## config.mk

```make
export PLATFORM = sky130hd
export DESIGN_NAME = phy_mgmt_regs
export DESIGN_NICKNAME = d
export VERILOG_FILES = /design/src/rtl/phy_mgmt_pkg.sv /design/src/rtl/phy_mgmt_decode.sv /design/src/rtl/phy_mgmt_link.sv /design/src/rtl/phy_mgmt_rdmux.sv /design/src/rtl/phy_mgmt_regs.sv
export SDC_FILE = /design/constraint.sdc
export NUM_CORES = 1
export LEC_CHECK = 0
export ABC_CLOCK_PERIOD_IN_PS = 1500
export BUFFER_PORTS_ARGS = -buffer_cell sky130_fd_sc_hd__buf_4
export CORE_MARGIN = 1
export CORE_UTILIZATION = 55
export DETAILED_ROUTE_END_ITERATION = 10
export PLACE_DENSITY_LB_ADDON = 0.05
export SYNTH_ARGS = -nofsm -noshare
export SYNTH_HDL_FRONTEND = slang
export SYNTH_SLANG_ARGS = --single-unit
```

## constraint.sdc

```tcl
create_clock -name clk -period 1.5 [get_ports clk]
set_input_delay 0.15 -clock clk [delete_from_list [all_inputs] [get_ports clk]]
set_output_delay 0.15 -clock clk [all_outputs]
set_load 0.03 [all_outputs]
```

## src/rtl/phy_mgmt_pkg.sv

```systemverilog
package phy_mgmt_pkg;

  localparam int REG_W  = 16;
  localparam int ADDR_W = 5;

  typedef logic [REG_W-1:0]  word_t;
  typedef logic [ADDR_W-1:0] addr_t;

  typedef enum logic [2:0] {
    ACC_RW,
    ACC_RO,
    ACC_WO,
    ACC_ZERO,
    ACC_ABSENT
  } acc_e;

  typedef enum logic [3:0] {
    SEL_CTRL,
    SEL_STAT,
    SEL_ID,
    SEL_EXTID,
    SEL_ADV,
    SEL_PARTNER,
    SEL_GCTRL,
    SEL_GSTAT,
    SEL_SCTRL,
    SEL_SSTAT,
    SEL_NONE
  } sel_e;

  // Bit positions that behaviour depends on
  localparam int CTRL_RST_BIT = 15;
  localparam int STAT_LNK_BIT = 2;
  localparam int STAT_NEG_BIT = 5;
  localparam int SSTAT_LIVE_BIT = 10;

  // Reset and constant values
  localparam word_t CTRL_INIT    = 16'h1140;
  localparam word_t CTRL_KEEP    = 16'h3140;
  localparam word_t STAT_BASE    = 16'h7949;
  localparam word_t ID_VAL       = 16'h0141;
  localparam word_t ADV_INIT     = 16'h01E1;
  localparam word_t PARTNER_VAL  = 16'h01E0;
  localparam word_t GCTRL_VAL    = 16'h1E00;
  localparam word_t GSTAT_VAL    = 16'h3C00;
  localparam word_t SCTRL_INIT   = 16'h0068;
  localparam word_t SSTAT_LINKS  = 16'hAC00;
  localparam word_t SSTAT_KEEP   = 16'hE001;

  function automatic sel_e sel_of(input addr_t a);
    case (a)
      5'd0:    return SEL_CTRL;
      5'd1:    return SEL_STAT;
      5'd2:    return SEL_ID;
      5'd3:    return SEL_EXTID;
      5'd4:    return SEL_ADV;
      5'd5:    return SEL_PARTNER;
      5'd9:    return SEL_GCTRL;
      5'd10:   return SEL_GSTAT;
      5'd16:   return SEL_SCTRL;
      5'd17:   return SEL_SSTAT;
      default: return SEL_NONE;
    endcase
  endfunction

  function automatic acc_e acc_of(input addr_t a);
    case (a)
      5'd0, 5'd4, 5'd16:                          return ACC_RW;
      5'd1, 5'd2, 5'd3, 5'd5, 5'd9, 5'd10, 5'd17: return ACC_RO;
      5'd29:                                      return ACC_WO;
      5'd6, 5'd7, 5'd8, 5'd15, 5'd18, 5'd19,
      5'd20, 5'd21, 5'd26, 5'd30:                 return ACC_ZERO;
      default:                                    return ACC_ABSENT;
    endcase
  endfunction

endpackage

```

## src/rtl/phy_mgmt_decode.sv

```systemverilog
module phy_mgmt_decode
  import phy_mgmt_pkg::*;
(
  input  addr_t addr,
  output sel_e  sel,
  output logic  wr_allowed,
  output logic  rd_visible
);

  acc_e acc;

  always_comb begin
    acc        = acc_of(addr);
    sel        = sel_of(addr);
    wr_allowed = (acc == ACC_RW);
    rd_visible = (acc == ACC_RW) || (acc == ACC_RO);
  end

endmodule

```

## src/rtl/phy_mgmt_link.sv

```systemverilog
module phy_mgmt_link (
  input  logic clk,
  input  logic rst_n,
  input  logic link_in,
  output logic up_evt,
  output logic dn_evt
);

  logic seen_q;
  logic seen_d;

  always_comb begin
    seen_d = link_in;
    up_evt = link_in && !seen_q;
    dn_evt = !link_in && seen_q;
  end

  always_ff @(posedge clk or negedge rst_n) begin
    if (!rst_n) begin
      seen_q <= 1'b0;
    end else begin
      seen_q <= seen_d;
    end
  end

endmodule

```

## src/rtl/phy_mgmt_rdmux.sv

```systemverilog
module phy_mgmt_rdmux
  import phy_mgmt_pkg::*;
#(
  parameter logic [15:0] EXT_ID = 16'h0000
) (
  input  sel_e  sel,
  input  logic  visible,
  input  word_t ctrl,
  input  logic  stat_lnk,
  input  logic  stat_neg,
  input  word_t adv,
  input  word_t sctrl,
  input  word_t sstat,
  output word_t value
);

  word_t stat_word;

  always_comb begin
    stat_word = STAT_BASE;
    stat_word[STAT_LNK_BIT] = stat_lnk;
    stat_word[STAT_NEG_BIT] = stat_neg;

    value = '0;
    if (visible) begin
      case (sel)
        SEL_CTRL:    value = ctrl;
        SEL_STAT:    value = stat_word;
        SEL_ID:      value = ID_VAL;
        SEL_EXTID:   value = EXT_ID;
        SEL_ADV:     value = adv;
        SEL_PARTNER: value = PARTNER_VAL;
        SEL_GCTRL:   value = GCTRL_VAL;
        SEL_GSTAT:   value = GSTAT_VAL;
        SEL_SCTRL:   value = sctrl;
        SEL_SSTAT:   value = sstat;
        default:     value = '0;
      endcase
    end
  end

endmodule

```

## src/rtl/phy_mgmt_regs.sv

```systemverilog
module phy_mgmt_regs
  import phy_mgmt_pkg::*;
#(
  parameter logic [15:0] EXT_ID = 16'h0000
) (
  input  logic        clk,
  input  logic        rst_n,
  input  logic        rd_en,
  input  logic        wr_en,
  input  logic [4:0]  addr,
  input  logic [15:0] wdata,
  output logic [15:0] rdata,
  input  logic        link_in,
  output logic        link_up,
  output logic        link_rst_pulse
);

  sel_e  sel;
  logic  wr_allowed;
  logic  rd_visible;
  logic  up_evt;
  logic  dn_evt;
  word_t rd_val;

  word_t ctrl_q,  ctrl_d;
  word_t adv_q,   adv_d;
  word_t sctrl_q, sctrl_d;
  word_t sstat_q, sstat_d;
  logic  lnk_q,   lnk_d;
  logic  neg_q,   neg_d;
  word_t rdata_q, rdata_d;
  logic  pulse_q, pulse_d;

  logic  wr_hit;
  logic  soft_rst;
  logic  stat_read;
  logic  rdata_en;

  phy_mgmt_decode u_decode (
    .addr       (addr),
    .sel        (sel),
    .wr_allowed (wr_allowed),
    .rd_visible (rd_visible)
  );

  phy_mgmt_link u_link (
    .clk     (clk),
    .rst_n   (rst_n),
    .link_in (link_in),
    .up_evt  (up_evt),
    .dn_evt  (dn_evt)
  );

  phy_mgmt_rdmux #(.EXT_ID(EXT_ID)) u_rdmux (
    .sel      (sel),
    .visible  (rd_visible),
    .ctrl     (ctrl_q),
    .stat_lnk (lnk_q),
    .stat_neg (neg_q),
    .adv      (adv_q),
    .sctrl    (sctrl_q),
    .sstat    (sstat_q),
    .value    (rd_val)
  );

  // Next-state logic
  always_comb begin
    wr_hit    = wr_en && wr_allowed;
    soft_rst  = wr_hit && (sel == SEL_CTRL) && wdata[CTRL_RST_BIT];
    stat_read = rd_en && (sel == SEL_STAT);
    rdata_en  = rd_en;

    ctrl_d  = ctrl_q;
    adv_d   = adv_q;
    sctrl_d = sctrl_q;
    sstat_d = sstat_q;
    lnk_d   = lnk_q;
    neg_d   = neg_q;

    // Register writes
    if (wr_hit && !soft_rst) begin
      case (sel)
        SEL_CTRL:  ctrl_d  = wdata;
        SEL_ADV:   adv_d   = wdata;
        SEL_SCTRL: sctrl_d = wdata;
        default:   ;
      endcase
    end

    // Latched-low refresh after a status read
    if (stat_read) begin
      lnk_d = sstat_q[SSTAT_LIVE_BIT];
    end

    // Soft reset
    if (soft_rst) begin
      ctrl_d  = ctrl_q & CTRL_KEEP;
      lnk_d   = 1'b0;
      neg_d   = 1'b0;
      sstat_d = sstat_q & SSTAT_KEEP;
    end

    // Line-side link events take effect last
    if (up_evt) begin
      sstat_d = sstat_d | SSTAT_LINKS;
      neg_d   = 1'b1;
    end else if (dn_evt) begin
      sstat_d = sstat_d & ~SSTAT_LINKS;
      lnk_d   = 1'b0;
      neg_d   = 1'b0;
    end

    rdata_d = rdata_en ? rd_val : rdata_q;
    pulse_d = soft_rst;
  end

  // State registers
  always_ff @(posedge clk or negedge rst_n) begin
    if (!rst_n) begin
      ctrl_q  <= CTRL_INIT;
      adv_q   <= ADV_INIT;
      sctrl_q <= SCTRL_INIT;
      sstat_q <= '0;
      lnk_q   <= 1'b0;
      neg_q   <= 1'b0;
      rdata_q <= '0;
      pulse_q <= 1'b0;
    end else begin
      ctrl_q  <= ctrl_d;
      adv_q   <= adv_d;
      sctrl_q <= sctrl_d;
      sstat_q <= sstat_d;
      lnk_q   <= lnk_d;
      neg_q   <= neg_d;
      rdata_q <= rdata_d;
      pulse_q <= pulse_d;
    end
  end

  assign rdata          = rdata_q;
  assign link_up        = sstat_q[SSTAT_LIVE_BIT];
  assign link_rst_pulse = pulse_q;

endmodule

```

==> results.json <==
{
  "io_buffers": 43,
  "maxSlewHeadroom_pct": 67.2,
  "rsz0062_at_grt": "true",
  "root_buffer": "clkbuf_8",
  "ir_worst_vdd_v": 0.000649,
  "die_w_um": 84.1,
  "crit_type": "in -> reg",
  "cts_tree": "yes",
  "worstPathArrival_ns": 2.10,
  "skew_ns": 0.00678,
  "synth-main-ff-cell": "dfrtp_1",
  "io_pins": 44,
  "die_area_um2": 7070,
  "cpLargestDelayFamily": "simple AND/OR/NAND/NOR gates",
  "wirelength_um": 9320,
  "postSynthCellCount": 290,
  "die_h_um": 84.1,
  "post-route-util_pct": 78.9,
  "critPathMaxStageDelay_ns": 0.51,
  "drc": 6,
  "cap_violations": 0,
  "maxSlewViolCount": 0,
  "antenna_left": 0,
  "synth_top_family_by_area": "multiplexers",
  "start_util_pct": 57.7,
  "powerDensity_nw_per_um2": 909,
  "synth_async_sr_flop_share_pct": 100,
  "diodes": 0,
  "cts_made_buffers": 9,
  "overflow": 0,
  "grt_pass1_vias": 2878,
  "setup_ws_ns": -0.363,
  "drive_above_1_share_pct": 55.8,
  "grt_antenna_before_repair": 0,
  "yosysUniqueCellTypes": 60,
  "worstPathRequired_ns": 1.73,
  "hold_path_depth": 2,
  "syn_area_per_cell_um2": 12.8,
  "final_nets": 417,
  "worst_setup_path_start_kind": "input port",
  "clk_pin_slew_worst_paths_ns": 0.08,
  "clock_sinks": 69,
  "p_leak_nw": 2.34,
  "synthSimpleGateAreaFrac_pct": 10.3,
  "layout_common_cells": "82 x buf_4, 58 x dfrtp_1, 47 x mux2_4",
  "htreeDepth": 3,
  "worst_pin_slew_ns": 0.493,
  "setup_violations": 67,
  "viasPerCell": 6.06,
  "crit_path_max_fanout": 6,
  "ys_ff_latch": 69,
  "endpoint_kind": "flop",
  "synth_mux_area_share_pct": 18.8,
  "place.gp.congestion": 0.833,
  "power_mw": 4.61,
  "grt_pass1_wl_um": 14900,
  "drt_first_iter_violations": 204,
  "violations": "DRC, setup timing",
  "synth-edff-count": 0,
  "final_common_cell": "buf_4",
  "clk_latency_ns": 0.35,
  "synthXorXnorAreaFrac_pct": 0.236,
  "path_cells": "buf_12 > inv_8 > ha_4 > or4_4 > mux2i_4 > o2111ai_4 > nor2b_4 > buf_8 > mux2_4",
  "slowest_stage": "or4_4",
  "row_count": 29,
  "fp.coreArea_um2": 6420,
  "via_count": 2800,
  "worst-path-buf-inv": 3,
  "synth_compound_gate_area_share_pct": 14.4,
  "syn_area_um2": 3710,
  "post_drt_wl_per_cell_um": 20.2,
  "syn_to_final_growth_pct": 36.8,
  "hpwl_um": 6190,
  "grt_usage_pct": 27.8,
  "finalHoldViolCount": 0,
  "synthesis.nets": 327,
  "r2r_cells": 3,
  "min_period_ns": 1.86,
  "path_depth": 9,
  "nFillCells": 402,
  "hp-class": "in -> reg",
  "fin_crit_sh_pct": 124,
  "holdWs_ns": 0.0449,
  "status": "finished with violations",
  "cts.path.max_buffers": 2,
  "max_freq_ghz": 0.537,
  "seq_area_frac_synth_pct": 47.0,
  "yosys_warnings": 0,
  "grt_max_degree": 32,
  "synthAdderAreaFrac_pct": 3.71,
  "first_pass_iters": 8
}
[synth_stat cells, types with 6 or more instances]
master / n / area, um^2
a21oi_1: 6 / 30.0
a222oi_1: 11 / 110
clkbuf_1: 8 / 30.0
dfrtp_1: 58 / 1450
dfstp_2: 11 / 289
ha_1: 11 / 138
inv_1: 14 / 52.6
mux2_2: 30 / 338
mux2_4: 21 / 315
nand2b_1: 6 / 37.5
nor2b_1: 18 / 113
o221ai_1: 7 / 61.3
[where the power goes]
group          internal (mW)  switching (mW)  total (mW)
logic                  0.419           0.341       0.761
clock network          0.993           0.757        1.75
registers               2.01          0.0876        2.10
total                   3.42            1.19        4.61
[what timing repair did]
| item | 4_1_cts | 5_1_grt |
|---|---|---|
| pin swaps | 4 | 2 |
| gates cloned | 1 | 0 |
| hold endpoints to repair | 26 | 0 |
| resized for setup | 44 | 11 |
| endpoints found under the setup margin | 67 | 67 |
| buffers inserted | 2 | 3 |
| hold buffers | 2 | 0 |
[final timing paths]
| check | end | slack [ns] | start |
|---|---|---|---|
| worst max-delay path | adv_q[4] | -0.36 | addr[1] |
| worst min-delay path | adv_q[11] | 0.04 | wdata[11] |
| worst max register to register | rdata[9] | 0.20 | ctrl_q[9] |
| worst min register to register | rdata[3] | 0.49 | rdata[3] |
| max in group asynchronous | sctrl_q[5] | 0.61 | rst_n |
| min in group asynchronous | rdata[8] | 0.32 | rst_n |
[cell type report]
class	instances	area (um^2)	share of cell area, %
repair buffers	99	886	17.5
well taps	77	96.3	1.90
multi-input cells	186	2050	40.4
flip-flops and latches	69	1740	34.3
inverters	15	66.3	1.31
clock inverters	6	93.8	1.85
clock buffers	10	138	2.72
[metal layers]
metal  routed length (um)  up-vias  global-route usage (%)  share of wire (%)
li1                     -     1260                       -                  -
met1                 4090     1418                    38.5                 44
met2                 4560      107                    43.7                 49
met3                  531       15                    5.54                5.7
met4                  135        0                    10.0                1.4
met5                    0        -                       0                  0
[sequential cells by signal (all words and copies together), names as in the netlist]
signal	count
adv_q	16
ctrl_q	16
rdata	16
sctrl_q	16
sstat_q	2
link_rst_pulse	1
lnk_q	1
u_link.seen_q	1
[cell families after synthesis]
| kind of cell | count (synthesis) |
|---|---|
| compound gates | 60 |
| xor+xnor | 1 |
| fa+ha+maj | 11 |
| buf+inv | 35 |
| flops | 69 |
| mux | 54 |
| simple gates | 60 |
[stage by stage]
stage | instances | setup slack, ns | setup TNS, ns | cell area [um^2]
after floorplan | 290 | -0.485 | -22.65 | 3880
after detailed placement | 439 | -0.741 | -42.60 | 4570
after CTS | 459 | -0.290 | -14.31 | 5000
final | 462 | -0.363 | -18.78 | 5070
after global routing | 462 | -0.380 | -21.09 | 5070
after global placement | 439 | -0.694 | -40.44 | 4570
No activity file was read; power rests on OpenSTA's default activity.
